## src/rtl/hpdf_pkg.sv

```systemverilog
package hpdf_pkg;
  // strobes from the level controller to the run-length datapath
  typedef struct packed {
    logic restart;  // synchronized pin differs from last cycle
    logic pending;  // synchronized pin differs from filtered level
  } hpdStrobes_t;
endpackage

```

## src/rtl/hpd_sync.sv

```systemverilog
module hpd_sync #(
  parameter int STAGES = 2
) (
  input  logic clk,
  input  logic rstN,
  input  logic din,
  output logic dout
);
  logic [STAGES-1:0] chain;

  generate
    for (genvar g = 0; g < STAGES; g++) begin : gStage
      if (g == 0) begin : gFirst
        always_ff @(posedge clk) begin
          if (!rstN) chain[g] <= 1'b0;
          else       chain[g] <= din;
        end
      end else begin : gRest
        always_ff @(posedge clk) begin
          if (!rstN) chain[g] <= 1'b0;
          else       chain[g] <= chain[g-1];
        end
      end
    end
  endgenerate

  assign dout = chain[STAGES-1];
endmodule

```

## src/rtl/hpd_run_datapath.sv

```systemverilog
module hpd_run_datapath
  import hpdf_pkg::*;
#(
  parameter int GLITCH_W   = 4,
  parameter int VALID_W    = 12,
  parameter int SCALE_LOG2 = 10
) (
  input  logic                clk,
  input  logic                rstN,
  input  hpdStrobes_t         strb,
  input  logic [GLITCH_W-1:0] glitchWidth,
  input  logic [VALID_W-1:0]  validWidth,
  output logic                qualified
);
  localparam int CNT_W = VALID_W + SCALE_LOG2 + 1;
  localparam logic [CNT_W-1:0] CNT_MAX = '1;
  localparam logic [CNT_W-1:0] CNT_ONE = CNT_W'(1);

  logic [CNT_W-1:0] runCnt;
  logic [CNT_W-1:0] runLen;
  logic [CNT_W-1:0] validLimit;
  logic             glitchOk;
  logic             validOk;

  // run length including the current cycle, saturating
  always_comb begin
    if (strb.restart)          runLen = CNT_ONE;
    else if (runCnt == CNT_MAX) runLen = runCnt;
    else                       runLen = runCnt + 1'b1;
  end

  assign validLimit = CNT_W'({validWidth, {SCALE_LOG2{1'b0}}});
  assign glitchOk   = runLen > CNT_W'(glitchWidth);
  assign validOk    = runLen > validLimit;
  assign qualified  = strb.pending && glitchOk && validOk;

  always_ff @(posedge clk) begin
    if (!rstN) runCnt <= '0;
    else       runCnt <= runLen;
  end


  restart_clears_chk: assert property (@(posedge clk) disable iff (!rstN)
    strb.restart |=> (runCnt == CNT_ONE));


  run_counts_up_chk: assert property (@(posedge clk) disable iff (!rstN)
    (!strb.restart && runCnt != CNT_MAX) |=> (runCnt == $past(runCnt) + 1'b1));


  qualify_limits_chk: assert property (@(posedge clk) disable iff (!rstN)
    qualified |-> (runLen > validLimit && runLen > CNT_W'(glitchWidth)));
endmodule

```

## src/rtl/hpd_level_ctrl.sv

```systemverilog
module hpd_level_ctrl
  import hpdf_pkg::*;
(
  input  logic        clk,
  input  logic        rstN,
  input  logic        syncHpd,
  input  logic        qualified,
  output hpdStrobes_t strb,
  output logic        hpdLevel,
  output logic        riseEvt,
  output logic        fallEvt
);
  logic prevSync;
  logic levelQ;
  logic pendingSig;

  assign pendingSig   = syncHpd != levelQ;
  assign strb.restart = syncHpd != prevSync;
  assign strb.pending = pendingSig;
  assign hpdLevel     = levelQ;

  always_ff @(posedge clk) begin
    if (!rstN) begin
      prevSync <= 1'b0;
      levelQ   <= 1'b0;
      riseEvt  <= 1'b0;
      fallEvt  <= 1'b0;
    end else begin
      prevSync <= syncHpd;
      if (qualified) levelQ <= syncHpd;
      riseEvt <= qualified &&  syncHpd;
      fallEvt <= qualified && !syncHpd;
    end
  end


  rise_tracks_level_chk: assert property (@(posedge clk) disable iff (!rstN)
    riseEvt == $rose(levelQ));


  fall_tracks_level_chk: assert property (@(posedge clk) disable iff (!rstN)
    fallEvt == $fell(levelQ));


  no_dual_evt_chk: assert property (@(posedge clk) disable iff (!rstN)
    !(riseEvt && fallEvt));


  level_source_chk: assert property (@(posedge clk) disable iff (!rstN)
    (levelQ != $past(levelQ)) |-> (levelQ == $past(syncHpd)));


  idle_hold_chk: assert property (@(posedge clk) disable iff (!rstN)
    !pendingSig |=> $stable(levelQ));
endmodule

```

## src/rtl/hpd_filter.sv

```systemverilog
module hpd_filter
  import hpdf_pkg::*;
#(
  parameter int GLITCH_W    = 4,
  parameter int VALID_W     = 12,
  parameter int SCALE_LOG2  = 10,
  parameter int SYNC_STAGES = 2
) (
  input  logic                clk,
  input  logic                rstN,
  input  logic                hpdRaw,
  input  logic [GLITCH_W-1:0] glitchWidth,
  input  logic [VALID_W-1:0]  validWidth,
  output logic                hpdLevel,
  output logic                hpdRise,
  output logic                hpdFall
);
  logic        syncHpd;
  logic        qualified;
  hpdStrobes_t strb;

  hpd_sync #(.STAGES(SYNC_STAGES)) uSync (
    .clk (clk),
    .rstN(rstN),
    .din (hpdRaw),
    .dout(syncHpd)
  );

  hpd_level_ctrl uCtrl (
    .clk      (clk),
    .rstN     (rstN),
    .syncHpd  (syncHpd),
    .qualified(qualified),
    .strb     (strb),
    .hpdLevel (hpdLevel),
    .riseEvt  (hpdRise),
    .fallEvt  (hpdFall)
  );

  hpd_run_datapath #(
    .GLITCH_W  (GLITCH_W),
    .VALID_W   (VALID_W),
    .SCALE_LOG2(SCALE_LOG2)
  ) uRun (
    .clk        (clk),
    .rstN       (rstN),
    .strb       (strb),
    .glitchWidth(glitchWidth),
    .validWidth (validWidth),
    .qualified  (qualified)
  );


  reset_quiet_chk: assert property (@(posedge clk)
    !rstN |=> (!hpdLevel && !hpdRise && !hpdFall));
endmodule

```

## config.mk

```make
export PLATFORM = sky130hd
export DESIGN_NAME = hpd_filter
export DESIGN_NICKNAME = d
export VERILOG_FILES = /design/src/rtl/hpdf_pkg.sv /design/src/rtl/hpd_sync.sv /design/src/rtl/hpd_run_datapath.sv /design/src/rtl/hpd_level_ctrl.sv /design/src/rtl/hpd_filter.sv
export SDC_FILE = /design/constraint.sdc
export NUM_CORES = 1
export LEC_CHECK = 0
export CAP_MARGIN = 20
export CORE_UTILIZATION = 53
export CTS_BUF_LIST = sky130_fd_sc_hd__clkbuf_4
export DETAILED_ROUTE_END_ITERATION = 6
export PLACE_DENSITY_LB_ADDON = 0.2
export SYNTH_ARGS = -nofsm -noshare
export SYNTH_HDL_FRONTEND = slang
export SYNTH_HIERARCHICAL = 1
export SYNTH_SLANG_ARGS = --single-unit
```

## constraint.sdc

```tcl
create_clock -name clk -period 3.3 [get_ports clk]
set_input_delay 0.66 -clock clk [delete_from_list [all_inputs] [get_ports clk]]
set_output_delay 0.66 -clock clk [all_outputs]
set_load 0.05 [all_outputs]
```

==> flow_summary.toml <==
[detailed_routing]
drt-pass1-iter-count = 4
viasPerCell = 5.83
wl_per_cell_um = 14.4
ant_nets = 0
drtIter0Drc = 177
finalWirelength_um = 5050
vias = 2042
drc = 0

[critical_path]
path_cells = "ha_4 > and4_1 > and4_4 > a21oi_4 > mux2_4 > ha_1 > a21oi_1 > a21oi_1 > or4_1 > or3_1 > o41ai_2 > a21oi_2 > mux2i_1 > nor2b_1"
worstReg2RegEnd = "uCtrl/hpdLevel$_SDFFE_PN0P_"
worstPathRequired_ns = 3.57
crit_family = "simple AND/OR/NAND/NOR gates"
critPathLaunchType = "flip-flop"
cp_num_buf_inv = 0
slowest_delay_ns = 0.39
slowest_stage = "or4_1"
criticalPathCategory = "flip-flop to flip-flop"
r2r_slack_ns = -0.02
path_common_cell = "a21oi_1"
crit_arrival_ns = 3.59
path_max_fanout = 3
critPathCaptureType = "flip-flop"
worstRegToRegCells = 14
reg2reg_from = "uRun/runCnt[1]$_SDFF_PN0_"

[yosys]
synth.avg_cell_area_um2 = 8.22
synth.net_count = 291
synthMuxAreaShare_pct = 2.45
synth_xor_xnor_area_share_pct = 3.34
synth_cell_types = 53
synth-main-ff-cell = "dfxtp_1"
synthCells = 255
synth_compound_area_share_pct = 17.6
ys_seq_area_share_pct = 27.7
synth-adder-area-share_pct = 10.1
synth_simple_gate_area_share_pct = 30.7
synth_top_family_by_area = "simple AND/OR/NAND/NOR gates"
syn_area_um2 = 2100
synth_edf_count = 0
yosysWarnings = 6
yosysTopAreaCell = "dfxtp_1"
yosysTopAreaCellShare_pct = 27.7
synth.most_common_cell = "dfxtp_1"
synth_commonest_cells = "dfxtp_1 (29), nor2_1 (22), a21oi_1 (19), inv_1 (18), ha_1 (17)"
synth-seq-cells = 29
synth_area_leaders = "dfxtp_1 (28%), ha_1 (10%), a21oi_1 (4.5%)"
async_flop_share_pct = 0

[layout]
layout-drive-gt1-share_pct = 18.9
finalNonFillerCells = 350
finalNetCount = 338
area_growth_pct = 24.4
n_antenna_cell = 0

[clock_network]
cts.sink_count = 29
htreeDepth = 2
root_buffer = "clkbuf_4"
cts_tree = "done"
cts_buffer_depth = 2
cts_made_buffers = 5
insertion_delay_ns = 0.33
cts.clk_slew.worst_paths_ns = 0.09

[global_route]
first_global_vias = 1877
antenna_found_initial = 0
gr-usage-all-layers_pct = 26.3
grt_pass1_wl_um = 8330
grt_max_degree = 19
grt_overflow = 0

[die]
die_w_um = 64.9
pin_count = 22
rows = 22
start_util_pct = 56.4
dieArea_um2 = 4210
die_h_um = 64.9
core_area_um2 = 3720

[place]
gp_congestion = 0.852
port_buffers = 21
dp_hpwl_um = 3940
place_inst = 343

[status]
outcome = "finished, violations left"
violations = "setup timing"

[sta]
finalWorstSetupSlack_ns = -0.0164
tightest_slew_ns = 0.573
period_share_pct = 100
fmaxAchievable_mhz = 302
rsz0062_at_grt = "yes"
fin_hold_ws_ns = 0.465
fin_crit_ns = 3.32
drv_slew = 0
relSlewSlack_pct = 61.7
setup_violations = 1
hold_viol_final = 0
clock_skew_ns = 0.0106

[worst_hold_path]
min_from = "uSync/chain[0]$_SDFF_PN0_"
hp-class = "flip-flop to flip-flop"
hold_depth = 1
hold_path_end = "uSync/dout$_SDFF_PN0_"

[job]
maxCapViolCount = 0

[power]
p_leak_nw = 1.18
power_density_nw_per_um2 = 252
max-vdd-ir-drop_mv = 0.219
power_w = 0.000656
## registers in the layout, indices dropped and copies added (netlist names)
| signal | count |
|---|---|
| uCtrl/prevSync | 1 |
| uCtrl/fallEvt | 1 |
| uSync/dout | 1 |
| uCtrl/riseEvt | 1 |
| uCtrl/hpdLevel | 1 |
| uRun/runCnt | 23 |
| uSync/chain | 1 |
## worst reg2reg max path: cells and delay by family (launching register included)
| kind | cells | cell delay [ns] |
|---|---|---|
| DFF | 1 | 0.36 |
| AOI/OAI and AO/OA | 5 | 0.70 |
| muxes | 2 | 0.44 |
| and+or+nand+nor | 5 | 1.31 |
| adders and majority gates | 2 | 0.45 |
## logic make-up after synthesis
group,count (synthesis)
muxes,5
adders and majority gates,17
DFF,29
buffers and inverters,32
xor gates and xnor gates,8
and+or+nand+nor,111
AOI/OAI and AO/OA,53
## routing by layer
layer  share of wire (%)  GRT usage [%]  routed length [µm]
met5                   0              0                   0
met4                 2.3           11.4                 114
met3                 5.8           8.10                 291
met2                  47           42.1                2350
met1                  45           32.2                2290
## worst max-delay path by stage
stage                                         start                          end  depth (start not counted)
final                     uRun/runCnt[1]$_SDFF_PN0_  uCtrl/hpdLevel$_SDFFE_PN0P_                         14
after global routing      uRun/runCnt[1]$_SDFF_PN0_  uCtrl/hpdLevel$_SDFFE_PN0P_                         16
after CTS                 uRun/runCnt[1]$_SDFF_PN0_  uCtrl/hpdLevel$_SDFFE_PN0P_                         16
after detailed placement  uRun/runCnt[1]$_SDFF_PN0_  uCtrl/hpdLevel$_SDFFE_PN0P_                         16
after global placement    uRun/runCnt[1]$_SDFF_PN0_  uCtrl/hpdLevel$_SDFFE_PN0P_                         16
after floorplan           uRun/runCnt[0]$_SDFF_PN0_  uCtrl/hpdLevel$_SDFFE_PN0P_                         18
## cell usage in the layout (no fill, tap or decap), types with 5 or more instances in the layout
cell	count
nand4_1	5
or4_1	6
xor2_1	5
dfxtp_1	27
nand2_1	12
inv_1	18
clkdlybuf4s50_1	21
a21oi_1	17
and4_1	6
and3_1	6
and2_1	14
nand3_1	14
clkbuf_4	6
buf_4	33
nor2b_1	5
nor2_1	22
ha_1	16
o21ai_0	6
## timing repair
action,CTS,global route
setup buffers,0,0
gates resized for setup,2,0
pin swaps,0,0
hold buffers,0,0
endpoints found under the setup margin,2,3
## stage by stage
stage                     cell area [µm²]  util [%]  setup slack, ns  setup TNS, ns
after floorplan                      2150         -          -0.0742         -0.144
after global placement               2560      68.8           0.0476              0
after detailed placement             2560      68.8          -0.0575        -0.0967
after CTS                            2610      70.2          -0.0195        -0.0195
after global routing                 2610      70.2           -0.220         -0.482
final                                2610      70.2          -0.0164        -0.0164
## where the power goes
part	total, W	internal (W)	leakage, nW	switching [W]
Combinational	0.0000946	0.0000509	0.916	0.0000437
Sequential	0.000358	0.000354	0.235	0.00000385
Clock	0.000203	0.0000853	0.0292	0.000118
Total	0.000656	0.000491	1.18	0.000165
## final cells by class
type                            instances  area (µm²)
Fill cell                             333        1110
Timing Repair Buffer                   54         458
Clock inverter                          1        3.75
Tap cell                               48        60.1
Sequential cell                        29         586
Inverter                               18        67.6
Clock buffer                            6        45.0
Multi-Input combinational cell        194        1390
(Power assumes the default switching activity.)
